File: src/rtl/dual_event_counter.sv
module dual_event_counter #(
  parameter int W = 8
) (
  input  logic         clk,
  input  logic         rst_n,
  input  logic         evt_hi_pin,
  input  logic         evt_lo_pin,
  input  logic         wr_en,
  input  logic         wr_addr,
  input  logic [7:0]   wr_data,
  input  logic [1:0]   rd_addr,
  output logic [7:0]   rd_data
);
  localparam logic [W-1:0] TOP = '1;

  logic [2:0]   ctrl;
  logic [2:0]   hsel;
  logic [1:0]   lsel;
  logic [2:0]   hs, ls;
  logic [2:0]   pre;
  logic [W-1:0] cnt_lo, cnt_hi;
  logic         hpulse, lpulse, d2, d4, d8;
  logic         lo_tick, hi_tick, lo_inc, lo_ovf, hi_inc;

  wire lo_run = ctrl[0];
  wire hi_run = ctrl[1];
  wire lo_en  = ctrl[2];

  always_ff @(posedge clk or negedge rst_n)
    if (!rst_n) begin
      ctrl <= '0;
      hsel <= '0;
      lsel <= '0;
    end else if (wr_en) begin
      if (!wr_addr) ctrl <= wr_data[2:0];
      else begin
        hsel <= wr_data[2:0];
        lsel <= wr_data[4:3];
      end
    end

  always_ff @(posedge clk or negedge rst_n)
    if (!rst_n) begin
      hs  <= '0;
      ls  <= '0;
      pre <= '0;
    end else begin
      hs  <= {hs[1:0], evt_hi_pin};
      ls  <= {ls[1:0], evt_lo_pin};
      pre <= pre + 3'd1;
    end

  assign hpulse = hs[1] & ~hs[2];
  assign lpulse = ls[1] & ~ls[2];
  assign d2 = pre[0];
  assign d4 = &pre[1:0];
  assign d8 = &pre;

  always_comb
    case (lsel)
      2'd0:    lo_tick = lpulse;
      2'd1:    lo_tick = d2;
      2'd2:    lo_tick = d4;
      default: lo_tick = d8;
    endcase

  assign lo_inc = lo_tick & lo_en & lo_run;
  assign lo_ovf = lo_inc & (cnt_lo == TOP);

  always_comb
    case (hsel)
      3'd0:    hi_tick = hpulse;
      3'd1:    hi_tick = d2;
      3'd2:    hi_tick = d4;
      3'd3:    hi_tick = d8;
      3'd4:    hi_tick = lo_ovf;
      default: hi_tick = 1'b0;
    endcase

  assign hi_inc = hi_tick & hi_run;

  always_ff @(posedge clk or negedge rst_n)
    if (!rst_n)       cnt_lo <= '0;
    else if (!lo_run) cnt_lo <= '0;
    else if (lo_inc)  cnt_lo <= cnt_lo + 1'b1;

  always_ff @(posedge clk or negedge rst_n)
    if (!rst_n)       cnt_hi <= '0;
    else if (!hi_run) cnt_hi <= '0;
    else if (hi_inc)  cnt_hi <= cnt_hi + 1'b1;

  always_comb
    case (rd_addr)
      2'd0:    rd_data = {5'd0, ctrl};
      2'd1:    rd_data = {3'd0, lsel, hsel};
      2'd2:    rd_data = 8'(cnt_lo);
      default: rd_data = 8'(cnt_hi);
    endcase

  AST_LO_HELD: assert property (@(posedge clk) disable iff (!rst_n)
    !lo_run |=> cnt_lo == '0);
  AST_HI_HELD: assert property (@(posedge clk) disable iff (!rst_n)
    !hi_run |=> cnt_hi == '0);
  AST_LO_FROZEN: assert property (@(posedge clk) disable iff (!rst_n)
    (lo_run && !lo_en) |=> $stable(cnt_lo));
  AST_LO_STEP: assert property (@(posedge clk) disable iff (!rst_n)
    lo_run |=> (cnt_lo == $past(cnt_lo) || cnt_lo == $past(cnt_lo) + 1'b1));
  AST_CASCADE: assert property (@(posedge clk) disable iff (!rst_n)
    (hsel == 3'd4 && hi_run && lo_inc && cnt_lo == TOP) |=> (cnt_lo == '0 && cnt_hi == $past(cnt_hi) + 1'b1));
  AST_NO_SRC: assert property (@(posedge clk) disable iff (!rst_n)
    (hsel > 3'd4 && hi_run) |=> $stable(cnt_hi));
endmodule

File: config.mk
export PLATFORM = sky130hd
export DESIGN_NAME = dual_event_counter
export DESIGN_NICKNAME = d
export VERILOG_FILES = /design/src/rtl/dual_event_counter.sv
export SDC_FILE = /design/constraint.sdc
export NUM_CORES = 1
export LEC_CHECK = 0
export BUFFER_PORTS_ARGS = -buffer_cell sky130_fd_sc_hd__buf_2
export CORE_MARGIN = 1
export CORE_UTILIZATION = 30
export DETAILED_ROUTE_END_ITERATION = 16
export HOLD_SLACK_MARGIN = 0.03
export SYNTH_ARGS = -nofsm -noshare
export SYNTH_HDL_FRONTEND = slang
export SYNTH_SLANG_ARGS = --single-unit
export TNS_END_PERCENT = 10
File: constraint.sdc
create_clock -name clk -period 3.7 [get_ports clk]
set_input_delay 0.185 -clock clk [delete_from_list [all_inputs] [get_ports clk]]
set_output_delay 0.185 -clock clk [all_outputs]
set_load 0.02 [all_outputs]
* Yosys cells after proc, flatten, opt, wreduce, memory -nomap -nowiden
Index checks and enable logic that the tools add are counted.
** Word-level totals
- Bits in registers :: 33
** Cells by class
- Reductions and logical operators :: 7
- Add/sub/neg operators :: 3
- Bitwise gates (word level) :: 9
- Eq/ne operators :: 11
- Muxes and demuxes :: 7
** Operators by type and width (count)
- $mux 8 :: 4
- $pmux 8 s3 :: 1
- $add 8x1->8 const B :: 2
- $eq 8x8->1 const B :: 1
- $and 1x1->1 :: 6
- $eq 3x2->1 const B :: 2
- $reduce_and 2->1 :: 3
- $pmux 1 s5 :: 1
- $eq 2x1->1 const B :: 2
- $eq 2x2->1 const B :: 2
- $logic_not 2->1 :: 2
- $ne 2x1->1 const B :: 2
- $add 3x1->3 const B :: 1
- $eq 3x1->1 const B :: 1
- $eq 3x3->1 const B :: 1
- $logic_not 3->1 :: 1
- $not 1->1 :: 3
- $pmux 1 s3 :: 1
- $reduce_and 3->1 :: 1

* Logic depth before layout (Yosys ltp)
- Word-level depth :: 10
- Mapped depth :: 9
- Gate-level depth less buffers :: 7

* Worst setup path after synthesis
OpenSTA, ideal clock, no wires.
- Path kind :: reg-to-reg
- Start :: register lsel[1]
- End :: register cnt_hi[6]
- Cell stages (with the launch flop) :: 7
- Data arrival time :: 2169 ps
- Setup slack :: 1453 ps
- Required time :: 3622 ps
- Setup time :: 78 ps
- Cell sequence :: dfrtp_1 > or3b_1 > a221o_1 > buf_6 > o31a_1 > or4_1 > a21oi_1
** On the way
- Longest elaborated chain between the ends :: 8
** RTL lines
- start: declaration :: RTL line 18 : logic [1:0] lsel;
- start signal: assignment :: RTL line 38 : lsel <= wr_data[4:3];
- $eq 2x2->1, or another cell as far along :: RTL line 60 : case (lsel)
- $pmux 1 s3 * :: RTL line 60
- $and 1x1->1 * (2 in series) :: RTL line 67 : assign lo_inc = lo_tick & lo_en & lo_run;
- $and 1x1->1 * :: RTL line 68 : assign lo_ovf = lo_inc & (cnt_lo == TOP);
- $pmux 1 s5 * :: RTL line 71 : case (hsel)
- $and 1x1->1 * :: RTL line 80 : assign hi_inc = hi_tick & hi_run;
- $ne 2x1->1 (no source line) *
- end signal: assignment :: RTL line 90 : else if (hi_inc) cnt_hi <= cnt_hi + 1'b1;
- end: declaration :: RTL line 21 : logic [W-1:0] cnt_lo, cnt_hi;
Every way passes the cells marked *; elsewhere a longest branch is shown, timed or not.
A chain may end at the register's enable or synchronous reset.

* Worst setup path after layout
Ends and elaborated chain as after synthesis.

==> results list <==
* Register-to-register setup slack: approximately 1100 ps
- Post-synth top flop: sky130_fd_sc_hd__dfrtp_1
- Met2 capacity usage during global routing: between 15 and 20%
- The number of antenna violations at the first check in global routing is 0.
- Detailed Place HPWL: 2.30 mm
- The congestion estimate from routability-driven global placement came to between 0.7 and 0.8.
* Cell types with the largest area share after synthesis: sky130_fd_sc_hd__dfrtp_1 (50%), sky130_fd_sc_hd__mux2_2 (4.8%), sky130_fd_sc_hd__mux2i_1 (4.3%)
* Most crowded layer after global routing: met1
- The critical path in this run is classified as flip-flop to flip-flop.
* Maximum VDD drop: between 0.2 and 0.3 mV
- The worst register-to-register path has a depth of 5.
- CTS Root Buffer Type: sky130_fd_sc_hd__clkbuf_8
- Switching power share of the total: roughly 25%
* Final wirelength: 3.18 mm
- The worst setup path is launched from a flip-flop.
* Maximum clock rate: slightly below 400 MHz
- Dividing total power by cell area gives a power density of ~440 nW/µm².
- CTS sink cnt: 33
- Summing all multi-input logic gate instances after layout gives between 700 and 800 µm².
* Vias in the first global route: approximately 1200
- Top-area cell type share of the netlist area: 50.2%
- Maximum number of pins on one net before global-route repair: 34
* Count of standard-cell rows: 26
- The run finished with clean final reports.
- Clock power frac: roughly 41%
- Once the floorplan was initialized, standard cells occupied 31.6% of the core.
- Setup repair after global routing left no endpoint under its margin.
- Per-cell routed wire length: about 13 µm
- The number of max-slew violations in the final report was 0.
- Global-route wire length before repair: about 5.8 mm
- Post-route antenna net violation count: 0
* Setup skew after layout: ~5.5 ps
- Final hold vios: 0
- Counting every instance in the synthesized netlist gives approximately 150.
- Core Box Area: 5200 µm²
- Post-place instance area: between 1500 and 2000 µm²
* Pre-Repair DR Iteration Count: 4
- Sorting the synthesized cells by how often they occur yields sky130_fd_sc_hd__dfrtp_1 (33), sky130_fd_sc_hd__o21ai_0 (11), sky130_fd_sc_hd__nand2_1 (9), sky130_fd_sc_hd__a21oi_1 (8).
- Portion of total power attributed to combinational logic: between 10% and 20%
- The startpoint identified for the worst register-to-register timing path is lsel[1].
- Detailed-route DRC error count: 0
- In the finished design, the share of the clock period the worst path needs comes to 69.8%.
- Data required, critical path: slightly below 4000 ps
- For this block, the initial DRC count from the detailed router was 50.
- Netlist cell types: 34
- Internal power comes to around 0.65 mW.
- M3 GR Usage: ~5.3%
- After clock tree synthesis, the clock-pin slew on the worst setup and hold paths is around 70 ps.
- Worst slew pin tran: roughly 730 ps
- Yosys printed 0 warnings.
- Fraction of final layout cells with drive strength greater than 1: about 26%
- Number of fill cells in the layout: around 550
* Most common cell in the synthesized netlist: sky130_fd_sc_hd__dfrtp_1
* Number of resized instances in the post-cts repair step: 0
- CTS H-tree lvls: 2
- Worst-case headroom to the max-slew limit: 51.0%
- Reg power frac: 47.3%
* Final layout net count: approximately 190
* Minimum clock period: around 2600 ps
- Count of flip-flops with a built-in enable after synthesis: 0
* Worst hold path depth: 3
* Width of the die: around 76 µm
* Register bit count reported by yosys: 33
- No sink is reached through more buffers than the 2 on the longest clock path.
* Sink of the worst hold path: ctrl[1]
- In this run the power spent charging and discharging nets is approximately 0.21 mW.
- Of the synthesized area, sequential elements account for between 50% and 60%.
* Clock insertion delay at the later pin of the skew report: 280 ps
- Dividing the synthesized area by the synthesized cell count gives 11.3 µm².
- Of all flip-flops after synthesis, the portion carrying an async set or reset was 100%.
- Flip-flop and latch area: about 830 µm²
* Number of buffers added to fix hold violations after cts: 3
- Post-synth net total: roughly 170
- The detailed router placed between 1000 and 1500 vias in this run.
- The worst register-to-register path ends at cnt_hi[6].
- TritonCTS created 5 clock buffers.
- During I/O placement, the number of pins put on the boundary was 24.
* TritonCTS clock tree: done
- Syn Std Cell Area: approximately 1600 µm²
- Number of setup buffers added after CTS: 0
- The total overflow left after global routing is 0.
- Hold_sp: wr_data[1]
- Vert. Die Dim: between 70 and 80 µm
- CP arrival: between 2000 and 3000 ps
- Via density per instance: around 4.8
- Layout Area Growth over Synthesis: 18.5%
- Leading area contributor after synthesis: sky130_fd_sc_hd__dfrtp_1
- With fillers left out, the area of the finished cells amounts to ~1900 µm².
- The tool flagged a number of max-cap violations equal to 0.
* DIE AREA: between 5000 and 6000 µm²
* Type of element capturing the critical path: flip-flop
- In the global route stage, met1 resource usage came out at around 18%.
- Leakage power of the design: approximately 0.88 nW
- Class of the worst hold path: input port to flip-flop
* Maximum fanout along the worst path: 15
- GRT Resource Usage Total: around an eighth
* Port Buf Inserts: 20
- Setup violations remaining at the end of the flow were counted as 0.
* ANT cells: 0
- For the final routed database, the setup TNS stands at 0 ps.
==> how the worst max path moves through the flow <==
stage,start,endpoint,cells past startpoint,slack [ps]
2_1_floorplan,lsel[1],cnt_hi[6],6,1450
3_3_place_gp,lsel[1],cnt_hi[6],5,1140
3_5_place_dp,lsel[1],cnt_hi[6],5,1130
4_1_cts,lsel[1],cnt_hi[6],5,1110
5_1_grt,pre[0],cnt_hi[6],7,930
6_report,lsel[1],cnt_hi[6],5,1120
==> power groups by stage <==
stage | Sequential (mW) | Combinational, mW | Clock (mW)
finish | 0.406 | 0.100 | 0.352
global route | 0.411 | 0.114 | 0.377
global placement | 0.413 | 0.0976 | 0
CTS | 0.407 | 0.102 | 0.363
floorplan | 0.401 | 0.0779 | 0
detailed placement | 0.414 | 0.0995 | 0
==> through the flow <==
stage,std cells,util [%],power [mW],worst slack (ps),hold slack (ps)
3_5_place_dp,231,34.6,0.513,1130,294
6_report,242,37.5,0.859,1120,123
3_3_place_gp,231,34.6,0.511,1140,292
5_1_grt,242,37.5,0.902,933,126
4_1_cts,242,37.5,0.872,1110,108
2_1_floorplan,146,-,0.479,1450,-111
==> critical path, stage by stage (launching register included) <==
cell                      delay (ps)
sky130_fd_sc_hd__dfrtp_1         450
sky130_fd_sc_hd__or3b_1          410
sky130_fd_sc_hd__a221o_1         480
sky130_fd_sc_hd__o31a_1          480
sky130_fd_sc_hd__or4_1           540
sky130_fd_sc_hd__a21oi_1         140
==> layout by cell type, fill, tap and decap left out, types with 3 or more instances in the layout <==
| cell type | instances |
|---|---|
| sky130_fd_sc_hd__dfrtp_1 | 33 |
| sky130_fd_sc_hd__buf_2 | 20 |
| sky130_fd_sc_hd__o21ai_0 | 11 |
| sky130_fd_sc_hd__nand2_1 | 9 |
| sky130_fd_sc_hd__a21oi_1 | 8 |
| sky130_fd_sc_hd__mux2i_1 | 7 |
| sky130_fd_sc_hd__nor2b_1 | 7 |
| sky130_fd_sc_hd__mux2_2 | 7 |
| sky130_fd_sc_hd__and2_1 | 6 |
| sky130_fd_sc_hd__clkbuf_8 | 6 |
| sky130_fd_sc_hd__inv_1 | 5 |
| sky130_fd_sc_hd__nor3_1 | 5 |
| sky130_fd_sc_hd__xor2_1 | 5 |
| sky130_fd_sc_hd__or3_2 | 4 |
| sky130_fd_sc_hd__ha_1 | 4 |
| sky130_fd_sc_hd__mux4_2 | 3 |
| sky130_fd_sc_hd__nand3_1 | 3 |
| sky130_fd_sc_hd__nor2_1 | 3 |
| sky130_fd_sc_hd__dlygate4sd3_1 | 3 |
==> cell type report <==
| type | instances | share of cell area [%] |
|---|---|---|
| clock buffer | 6 | 4.24 |
| sequential | 33 | 42.4 |
| timing repair buffer | 23 | 6.68 |
| multi-input combinational | 103 | 39.3 |
| inverter | 5 | 0.963 |
| tap | 70 | 4.49 |
| clock inverter | 2 | 1.93 |
==> flip-flops by register name, summed over array words and instances, names as in the netlist <==
| signal | flops |
|---|---|
| pre | 3 |
| ls | 3 |
| cnt_hi | 8 |
| ctrl | 3 |
| lsel | 2 |
| hsel | 3 |
| cnt_lo | 8 |
| hs | 3 |
==> cell families after synthesis <==
family,count (synthesis),share of synthesized area [%]
and+or+nand+nor,48,16.7
DFF,33,50.2
AOI/OAI and AO/OA,28,10.5
muxes,17,13.2
buffers and inverters,10,3.19
xor gates and xnor gates,6,3.19
adders and majority gates,4,3.04
==> per-layer routing <==
layer | wire (µm) | vias to the layer above
li1 | - | 574
met1 | 1630 | 551
met2 | 1320 | 35
met3 | 199 | 5
met4 | 33 | 0
met5 | 0 | -
Note: power is estimated with default switching activity, not from simulation.
